===== config.mk =====
export PLATFORM = sky130hd
export DESIGN_NAME = vliw_lockstep_issue
export DESIGN_NICKNAME = d
export VERILOG_FILES = /design/src/rtl/vliw_issue_pkg.sv /design/src/rtl/vliw_stall_merge.sv /design/src/rtl/vliw_bundle_reg.sv /design/src/rtl/vliw_slot_issue.sv /design/src/rtl/vliw_lockstep_issue.sv
export SDC_FILE = /design/constraint.sdc
export NUM_CORES = 1
export LEC_CHECK = 0
export ABC_AREA = 1
export BUFFER_PORTS_ARGS = -buffer_cell sky130_fd_sc_hd__clkbuf_2
export CAP_MARGIN = 10
export CORE_MARGIN = 4
export CORE_UTILIZATION = 49
export CTS_CLUSTER_DIAMETER = 50
export DETAILED_ROUTE_END_ITERATION = 6
export PLACE_DENSITY = 0.86
export SLEW_MARGIN = 20
export SYNTH_ARGS = -nofsm -noshare
export SYNTH_HDL_FRONTEND = slang
export SYNTH_SLANG_ARGS = --single-unit
export TNS_END_PERCENT = 1

===== constraint.sdc =====
create_clock -name clk -period 2.38 [get_ports clk]
set_clock_uncertainty 0.1 [all_clocks]
set_input_delay 0.119 -clock clk [delete_from_list [all_inputs] [get_ports clk]]
set_output_delay 0.119 -clock clk [all_outputs]
set_load 0.02 [all_outputs]

===== src/rtl/vliw_issue_pkg.sv =====
package vliw_issue_pkg;
  localparam int SLOT_W   = 24;
  localparam int NSLOT    = 5;
  localparam int OPC_W    = 6;
  localparam int TGT_W    = SLOT_W - OPC_W;
  localparam int BUNDLE_W = SLOT_W * NSLOT;
  localparam logic [OPC_W-1:0] BRANCH_OPC = '1;
  localparam int SLOT_INT = 0;
endpackage


===== src/rtl/vliw_stall_merge.sv =====
module vliw_stall_merge #(
  parameter int NUNIT = 5
) (
  input  logic [NUNIT-1:0] unit_stall,
  input  logic             cache_stall,
  output logic             stall_any
);
  assign stall_any = (|unit_stall) | cache_stall;
endmodule


===== src/rtl/vliw_bundle_reg.sv =====
module vliw_bundle_reg #(
  parameter int BW = 120
) (
  input  logic          clk,
  input  logic          rst,
  input  logic          advance,
  input  logic          squash,
  input  logic          in_valid,
  input  logic [BW-1:0] in_bundle,
  output logic [BW-1:0] held
);
  always_ff @(posedge clk) begin
    if (rst)
      held <= '0;
    else if (advance)
      held <= (squash || !in_valid) ? '0 : in_bundle;
  end


  accept_lands_chk: assert property (@(posedge clk) disable iff (rst)
    (advance && in_valid && !squash) |=> (held == $past(in_bundle)));
endmodule


===== src/rtl/vliw_slot_issue.sv =====
module vliw_slot_issue #(
  parameter int W = 24
) (
  input  logic [W-1:0] field,
  input  logic         stall,
  output logic         fire
);
  assign fire = (field != '0) && !stall;
endmodule


===== src/rtl/vliw_lockstep_issue.sv =====
module vliw_lockstep_issue
  import vliw_issue_pkg::*;
#(
  parameter int SW  = SLOT_W,
  parameter int NS  = NSLOT,
  parameter int OW  = OPC_W,
  parameter int BWD = SW * NS,
  parameter int TW  = SW - OW
) (
  input  logic          clk,
  input  logic          rst,
  input  logic          in_valid,
  output logic          in_ready,
  input  logic [BWD-1:0] in_bundle,
  input  logic [NS-1:0] unit_stall,
  input  logic          cache_stall,
  output logic [BWD-1:0] slot_op,
  output logic [NS-1:0] slot_fire,
  output logic          redir_valid,
  output logic [TW-1:0] redir_target
);
  logic stall;
  logic [BWD-1:0] held;
  logic [SW-1:0] int_field;
  logic is_branch;

  vliw_stall_merge #(.NUNIT(NS)) u_stall (
    .unit_stall(unit_stall), .cache_stall(cache_stall), .stall_any(stall));

  vliw_bundle_reg #(.BW(BWD)) u_hold (
    .clk(clk), .rst(rst), .advance(!stall), .squash(redir_valid),
    .in_valid(in_valid), .in_bundle(in_bundle), .held(held));

  for (genvar k = 0; k < NS; k++) begin : g_slot
    vliw_slot_issue #(.W(SW)) u_slot (
      .field(held[k*SW +: SW]), .stall(stall), .fire(slot_fire[k]));
  end

  assign int_field    = held[SLOT_INT*SW +: SW];
  assign is_branch    = (int_field[SW-1 -: OW] == OW'(BRANCH_OPC));
  assign redir_valid  = is_branch && !stall;
  assign redir_target = int_field[TW-1:0];
  assign slot_op      = held;
  assign in_ready     = !stall;


  frozen_op_chk: assert property (@(posedge clk) disable iff (rst)
    !in_ready |=> $stable(slot_op));

  no_fire_stalled_chk: assert property (@(posedge clk) disable iff (rst)
    !in_ready |-> (slot_fire == '0));

  redir_pulse_chk: assert property (@(posedge clk) disable iff (rst)
    redir_valid |=> !redir_valid);

  squash_chk: assert property (@(posedge clk) disable iff (rst)
    (redir_valid && in_valid) |=> (slot_op == '0));
endmodule


==> summary.txt, run 1 <==
Timing
  • Number of failing setup endpoints in the final timing report: 0
  • Actual transition at the worst max-transition pin: between 0.5 and 0.6 ns
  • Setup TNS after final layout: 0 ns
  • Count of final hold-check violations: 0
  • Final Critical Period: 2.276 ns
  • Slew margin rel.: 0.6275
  • RSZ-0062 raised after global routing: no
  • Final Cycle Share: 0.9563
  • Final Max Slew Viols: 0
  • Highest clock rate: about 440 MHz

Logic synthesis
  • Cell taking the most area after synthesis: sky130_fd_sc_hd__dfxtp_1
  • Leading post-synthesis cells by cell area: sky130_fd_sc_hd__dfxtp_1, sky130_fd_sc_hd__a31oi_1, sky130_fd_sc_hd__nor2_1, sky130_fd_sc_hd__o21ai_0, sky130_fd_sc_hd__buf_4
  • Fraction of synthesized area in multiplexers: 0
  • Register bit count reported by yosys: 120
  • Sequential share of the synthesized area: 0.4580
  • Mapped Cells: ~690
  • Fraction of the mapped netlist area in compound gates: 0.2624
  • Net count after synthesis: 820
  • Summed instance area of the synthesized netlist: between 5000 and 6000 sq um
  • Synth cell types: 16
  • Count of warnings emitted by yosys: 0
  • Share of synthesized cell area in and, or, nand and nor gates: 0.1691
  • Mean post-synth cell area: between 7 and 8 sq um
  • Xor and xnor fraction of the mapped netlist area: 0
  • Dominant combinational cell family by area after synthesis: compound AO/OA/AOI/OAI gates
  • Area fraction of the dominant cell type after synthesis: 0.4580
  • Post-Synth Adder-Cell Area: 0

Worst setup path
  • Crit end category: output pin
  • CP Data Arrival Time: around 2.1 ns
  • Type of element launching the critical path: flip-flop
  • Startpoint of the worst-slack reg-to-reg timing path: u_hold.held[22]
  • Critical Path Source: u_hold.held[22]
  • CP Cell Sequence: nand2_1 -> nor2_2 -> nand2_4 -> buf_12 -> nor2_1 -> clkbuf_2
  • Crit path max fanout: a little under 90
  • Worst path max stage delay: 0.36 ns
  • Standard cell with the maximum stage delay on the critical path: sky130_fd_sc_hd__dfxtp_1
  • Worst path bufs/invs: 2
  • Classification of the worst setup path: reg -> out
  • CP delay by family, top: simple AND/OR/NAND/NOR gates
  • Critical path required time: approximately 2.2 ns

CTS
  • TritonCTS clock tree: yes
  • H-tree Lvls: 4
  • Cell at the root of the clock tree: sky130_fd_sc_hd__clkbuf_8
  • Bufs on Longest Clock Path: 2
  • Number of buffers added by the clock tree synthesis step: 17
  • Worst-path clk slew: around 0.060 ns
  • Total clock sinks: 120
  • Clock latency on the worst-skew pair: 0.50 ns

Outcome
  • Failing checks: DRC
  • Outcome: complete, but fails checks

Worst hold path
  • Worst min-delay path startpoint: in_valid
  • Worst min-delay path class: in -> reg

Global routing
  • Met2 track utilization from global routing: 0.5340
  • GR met1 Demand/Resource: 0.3482
  • GRT Max-Usage Layer: met2
  • Antenna violations before repair: 1
  • Global routing usage on met3: 0.08859
  • Overall global routing resource usage: 0.3160
  • Number of global-route vias before repair: between 6,000 and 7,000
  • Wire length of the first global-routing pass: 32,550 microns
  • Maximum number of pins on one net before global-route repair: about 120
  • Sum of overflow across all layers after global routing: 0

Floorplanning
  • Height of the die: 111.5 microns
  • Std cell rows: 37
  • Starting density of the core: 0.5058
  • Die area: 12,420 sq um
  • Core region area: 10,370 sq um
  • I/O pin count: 274
  • Chip width: ~110 microns

Route
  • Vias after detailed routing: a little under 7,000
  • Avg WL per Cell: 17.66 microns
  • Drt via density: between 5 and 6
  • Routed Antenna Nets: 0
  • Total wire length after detailed routing: between 20,000 and 25,000 microns
  • Starting DRC count in detailed routing: approximately 800
  • Number of DRC violations after detailed routing: 2
  • First drt pass iteration count: 7

Pwr
  • Switching component of the power: ~1.2 mW
  • Largest voltage drop on the vdd net: roughly 0.00062 V
  • Final Power: approximately 5.4 mW
  • Power density over the cells: between 600 and 700 nW/um^2
  • Leakage dissipation: approximately 4 nW
  • Clock Power Share: 0.520
  • Internal power: a little over 4 mW
  • Sequential share of power: 0.383
  • Sw Share: 0.2273
  • Combinational Power Share: 0.097

Finish
  • Antenna diode instance count: 0
  • Fill cell total of the finished layout: about 650
  • Max FFs per register: 120
  • Count of nets after finishing: 1,152
  • Top register by number of flip-flops: u_hold.held
  • Layout Utilization: 0.7943
  • Area grow syn2layout: 57.04%
  • Biggest registers after layout: u_hold.held x120
  • Fraction of layout instances using a drive strength above 1: 0.3089

Place
  • Number of buffers added on ports: 273
  • Final HPWL from detailed placement: 10,830 microns
  • Weighted congestion at the end of routability-driven global placement: ~0.9

Flow run
  • MaxCap Viol Count: 0
==> cells by family after synthesis <==
kind of cell	after synthesis
flops	120
simple gates	230
buf+inv	96
compound gates	245
==> cell usage after synthesis <==
library cell               number
sky130_fd_sc_hd__inv_2          1
sky130_fd_sc_hd__o21ai_0       91
sky130_fd_sc_hd__nand3_2        1
sky130_fd_sc_hd__buf_1          1
sky130_fd_sc_hd__nand2_1       29
sky130_fd_sc_hd__a31oi_1      120
sky130_fd_sc_hd__inv_1          7
sky130_fd_sc_hd__buf_2         19
sky130_fd_sc_hd__clkbuf_1      30
sky130_fd_sc_hd__o21ai_1       34
sky130_fd_sc_hd__buf_6         14
sky130_fd_sc_hd__nor2_2         2
sky130_fd_sc_hd__nor2_1       193
sky130_fd_sc_hd__nand4_1        5
sky130_fd_sc_hd__dfxtp_1      120
sky130_fd_sc_hd__buf_4         24
==> cell usage in the layout, fill, tap and decap left out, drive strengths merged <==
cell type	count
nand4	5
o21ai	125
buf	8
dfxtp	120
nand2	30
inv	9
dlygate4sd3	120
bufinv	5
clkinv	4
a31oi	120
clkbuf	290
nand3	1
clkinvlp	4
nor2	195
==> power groups by stage <==
| stage | clock [mW] | sequential [mW] | combinational [mW] |
|---|---|---|---|
| 2_1_floorplan | 0 | 2.13 | 0.138 |
| 3_3_place_gp | 0 | 2.10 | 0.338 |
| 3_5_place_dp | 0 | 2.10 | 0.339 |
| 4_1_cts | 2.80 | 2.06 | 0.497 |
| 5_1_grt | 2.90 | 2.06 | 0.554 |
| 6_report | 2.79 | 2.06 | 0.518 |
==> per-stage QoR <==
step	instance area [sq um]	setup WS (ns)	instances	hold WS, ns
after floorplan	5245	0.9522	691	0.1819
after global placement	6379	0.6940	1019	0.2711
after detailed placement	6379	0.6983	1019	0.2788
after CTS	8228	0.1474	1171	0.05682
after global routing	8237	0.02127	1172	0.08551
final	8237	0.1039	1172	0.08241
==> worst min-delay path: stages <==
cell and delay [ns]:
sky130_fd_sc_hd__buf_4 0.26, sky130_fd_sc_hd__a31oi_1 0.21, sky130_fd_sc_hd__nor2_1 0.04
==> cell type report <==
type / count / area [sq um] / share of cell area
Clock buffer: 18 / 427.9 / 0.05195
Sequential cell: 120 / 2402 / 0.2917
Inverter: 8 / 31.28 / 0.003798
Timing Repair Buffer: 400 / 2698 / 0.3275
Multi-Input combinational cell: 476 / 2287 / 0.2777
Clock inverter: 14 / 220.2 / 0.02674
Tap cell: 136 / 170.2 / 0.02066
==> worst paths after layout <==
check                                         to  slack (ns)  depth (start not counted)
worst max-delay path                 redir_valid        0.10                          6
worst min-delay path            u_hold.held[112]        0.08                          3
worst max register to register   u_hold.held[40]        0.61                          6
worst min register to register   u_hold.held[98]        0.44                          2
==> layer usage <==
layer	up-vias	wire [microns]	part of all wire
li1	3047	-	-
met1	3046	7542	0.36
met2	507	10040	0.48
met3	132	1743	0.084
met4	2	1373	0.066
met5	-	8	0.00039
==> repair_timing <==
action,in CTS,in global routing
hold buffers,120,0
gates resized for setup,0,1
endpoints found under the setup margin,0,1
endpoints found under the hold margin,120,0
buffers inserted,0,0
Note: power is estimated with default switching activity, not from simulation.
==> inputs of run 2 (changes only) <==
- PLACE_DENSITY: 0.86 -> 0.85
- clock period: 2.38 -> 2.8 ns (I/O delays scaled with it)
==> run 2 against run 1 <==
  * The run now ends clean
  * Register-to-register slack worse by 0.07 ns
  * Worst setup slack better by 0.44 ns
  * Combinational power fell by 13%
  * Non-clock buffer count rose by 19
  * Clock power is 19% lower
  * Routed wire length up 2.8%
  * Cell count rose by 1.6%
  * Flip-flop and latch count stayed put
  * Final area grew 1.3%
  * Utilization is 1.0 points higher
  * Count of clock-buffer cells in the layout up 2
  * Die area stayed put
==> summary.txt, run 2 (same netlist as run 1, synthesis figures left out) <==
Finish
  • Area grow syn2layout: 59.02%
  • Most used cells in the layout excluding fill and tap cells: sky130_fd_sc_hd__clkbuf_2, sky130_fd_sc_hd__nor2_1, sky130_fd_sc_hd__dlygate4sd3_1, sky130_fd_sc_hd__a31oi_1, sky130_fd_sc_hd__dfxtp_1
  • Biggest registers after layout: u_hold.held x120
  • Leading cell type in the layout, fill and taps excluded: sky130_fd_sc_hd__clkbuf_2
  • Max FFs per register: 120
  • Fraction of layout instances using a drive strength above 1: 0.3017
  • Count of nets after finishing: between 1,000 and 1,500
  • Top register by number of flip-flops: u_hold.held

Route
  • Met3 wire length: just over 2000 microns
  • Avg WL per Cell: 17.88 microns
  • Routed Antenna Nets: 0
  • Number of DRC violations after detailed routing: 0
  • Post-Route M1 WL: approximately 8000 microns
  • First drt pass iteration count: 6
  • Uppermost routed layer: met4
  • Total wire length after detailed routing: around 21,000 microns
  • Starting DRC count in detailed routing: 800
  • Vias after detailed routing: just under 7,000
  • Drt via density: between 5 and 6
  • Routed wl met2: just over 10,000 microns

Outcome
  • Outcome: complete, no violations

Global routing
  • Overall global routing resource usage: 0.3261
  • Number of global-route vias before repair: between 6,000 and 7,000
  • Maximum number of pins on one net before global-route repair: 87
  • Wire length of the first global-routing pass: about 34,000 microns
  • Sum of overflow across all layers after global routing: 0
  • Antenna violations before repair: 1

Floorplanning
  • Starting density of the core: 0.5058
  • Die area: 12,420 sq um
  • Std cell rows: 37
  • Core region area: 10,370 sq um
  • Height of the die: about 110 microns
  • I/O pin count: about 270
  • Chip width: between 100 and 150 microns

CTS
  • Setup bufs post-CTS: 0
  • Number of hold buffers added after CTS: ~140
  • Clock latency on the worst-skew pair: 0.50 ns
  • Number of buffers added by the clock tree synthesis step: 17
  • H-tree Lvls: 4
  • Number of gates resized after CTS: 0
  • TritonCTS clock tree: yes
  • Bufs on Longest Clock Path: 2
  • Total clock sinks: 120
  • Cell at the root of the clock tree: sky130_fd_sc_hd__clkbuf_8
  • Worst-path clk slew: around 0.06 ns

Timing
  • Number of failing setup endpoints in the final timing report: 0
  • Final Critical Period: ~2.3 ns
  • Final Max Slew Viols: 0
  • Actual transition at the worst max-transition pin: between 0.7 and 0.8 ns
  • Setup TNS after final layout: 0 ns
  • Highest clock rate: roughly 440 MHz
  • RSZ-0062 raised after global routing: no
  • Slew margin rel.: 0.4777
  • Final Cycle Share: 0.8055
  • Count of final hold-check violations: 0

Worst setup path
  • Standard cell with the maximum stage delay on the critical path: sky130_fd_sc_hd__dlygate4sd3_1
  • Critical path required time: between 3 and 4 ns
  • Classification of the worst setup path: reg -> reg
  • CP Cell Sequence: nand2_1 -> nor2_1 -> nand2_4 -> a31oi_1 -> nor2_1 -> dlygate4sd3_1
  • Worst path bufs/invs: 1
  • Type of element launching the critical path: flip-flop
  • CP dominant cell by count: sky130_fd_sc_hd__nor2_1
  • Worst path max stage delay: 0.55 ns
  • Worst reg2reg path depth: 6
  • CP delay by family, top: simple AND/OR/NAND/NOR gates
  • CP Data Arrival Time: 2.54 ns
  • Crit path max fanout: 60
  • Worst path depth: 6
  • Crit end category: flip-flop

Pwr
  • Switching component of the power: around 1 mW
  • Final Power: 4.449 mW
  • Power density over the cells: 533.4 nW/um^2
  • Sw Share: 0.2283
  • Leakage dissipation: between 4 and 5 nW
  • Largest voltage drop on the vdd net: 0.0004222 V
  • Combinational Power Share: 0.101
  • Internal power: 3.434 mW
  • Sequential share of power: 0.394
  • Clock Power Share: 0.505

Place
  • Weighted congestion at the end of routability-driven global placement: ~0.84
  • Number of buffers added on ports: 273
  • Final HPWL from detailed placement: 11,220 microns

Flow run
  • MaxCap Viol Count: 0

Worst hold path
  • Worst min-delay path class: in -> reg
  • Worst hold stages: 3
==> run 2: cell types whose count changed in the layout (fill, tap and decap cells not counted), sizes merged, moves of 2 or more <==
cell / change
buf: +2
clkbuf: +2
clkinv: +5
inv: -2
dlygate4sd3: +17
clkinvlp: -4
==> run 2: worst paths after layout <==
path | from | to | slack (ns)
max reg2reg | u_hold.held[22] | u_hold.held[110] | 0.54
max | u_hold.held[22] | u_hold.held[110] | 0.54
min reg2reg | u_hold.held[95] | u_hold.held[95] | 0.44
min | in_valid | u_hold.held[29] | 0.07
==> run 2: layout make-up <==
class,instances,area (sq um)
repair buffers,419,2845
flip-flops and latches,120,2402
multi-input cells,475,2278
fillers,632,2029
clock buffers,20,435.4
clock inverters,12,175.2
well taps,136,170.2
inverters,8,31.28
diodes,1,2.502
==> run 2: worst min-delay path, stage by stage <==
cell	delay, ns
sky130_fd_sc_hd__buf_4	0.23
sky130_fd_sc_hd__a31oi_1	0.20
sky130_fd_sc_hd__nor2_1	0.04
==> run 2: stage by stage <==
| step | instances | instance area [sq um] | util | hold WS, ns | setup slack (ns) |
|---|---|---|---|---|---|
| 3_5_place_dp | 1021 | 6356 | 0.6129 | 0.2969 | 0.8712 |
| 2_1_floorplan | 691 | 5245 | - | 0.2029 | 1.351 |
| 4_1_cts | 1190 | 8338 | 0.8041 | 0.04512 | 0.6136 |
| 3_3_place_gp | 1021 | 6356 | 0.6129 | 0.2902 | 0.8815 |
| 5_1_grt | 1191 | 8341 | 0.8043 | 0.05608 | 0.4250 |
| 6_report | 1191 | 8341 | 0.8043 | 0.06580 | 0.5446 |
==> run 2: routing by layer <==
layer  up-vias  track usage
met4         0       0.1825
li1       3086            -
met2       540       0.5609
met3       118      0.08587
met5         -            0
met1      3063       0.3660
==> run 2: power groups by stage <==
stage               combinational [mW]  sequential, mW  clock [mW]
finish                           0.449            1.75        2.25
floorplan                        0.117            1.81           0
detailed placement               0.288            1.79           0
global route                     0.480            1.75        2.34
global placement                 0.289            1.79           0
CTS                              0.426            1.75        2.26
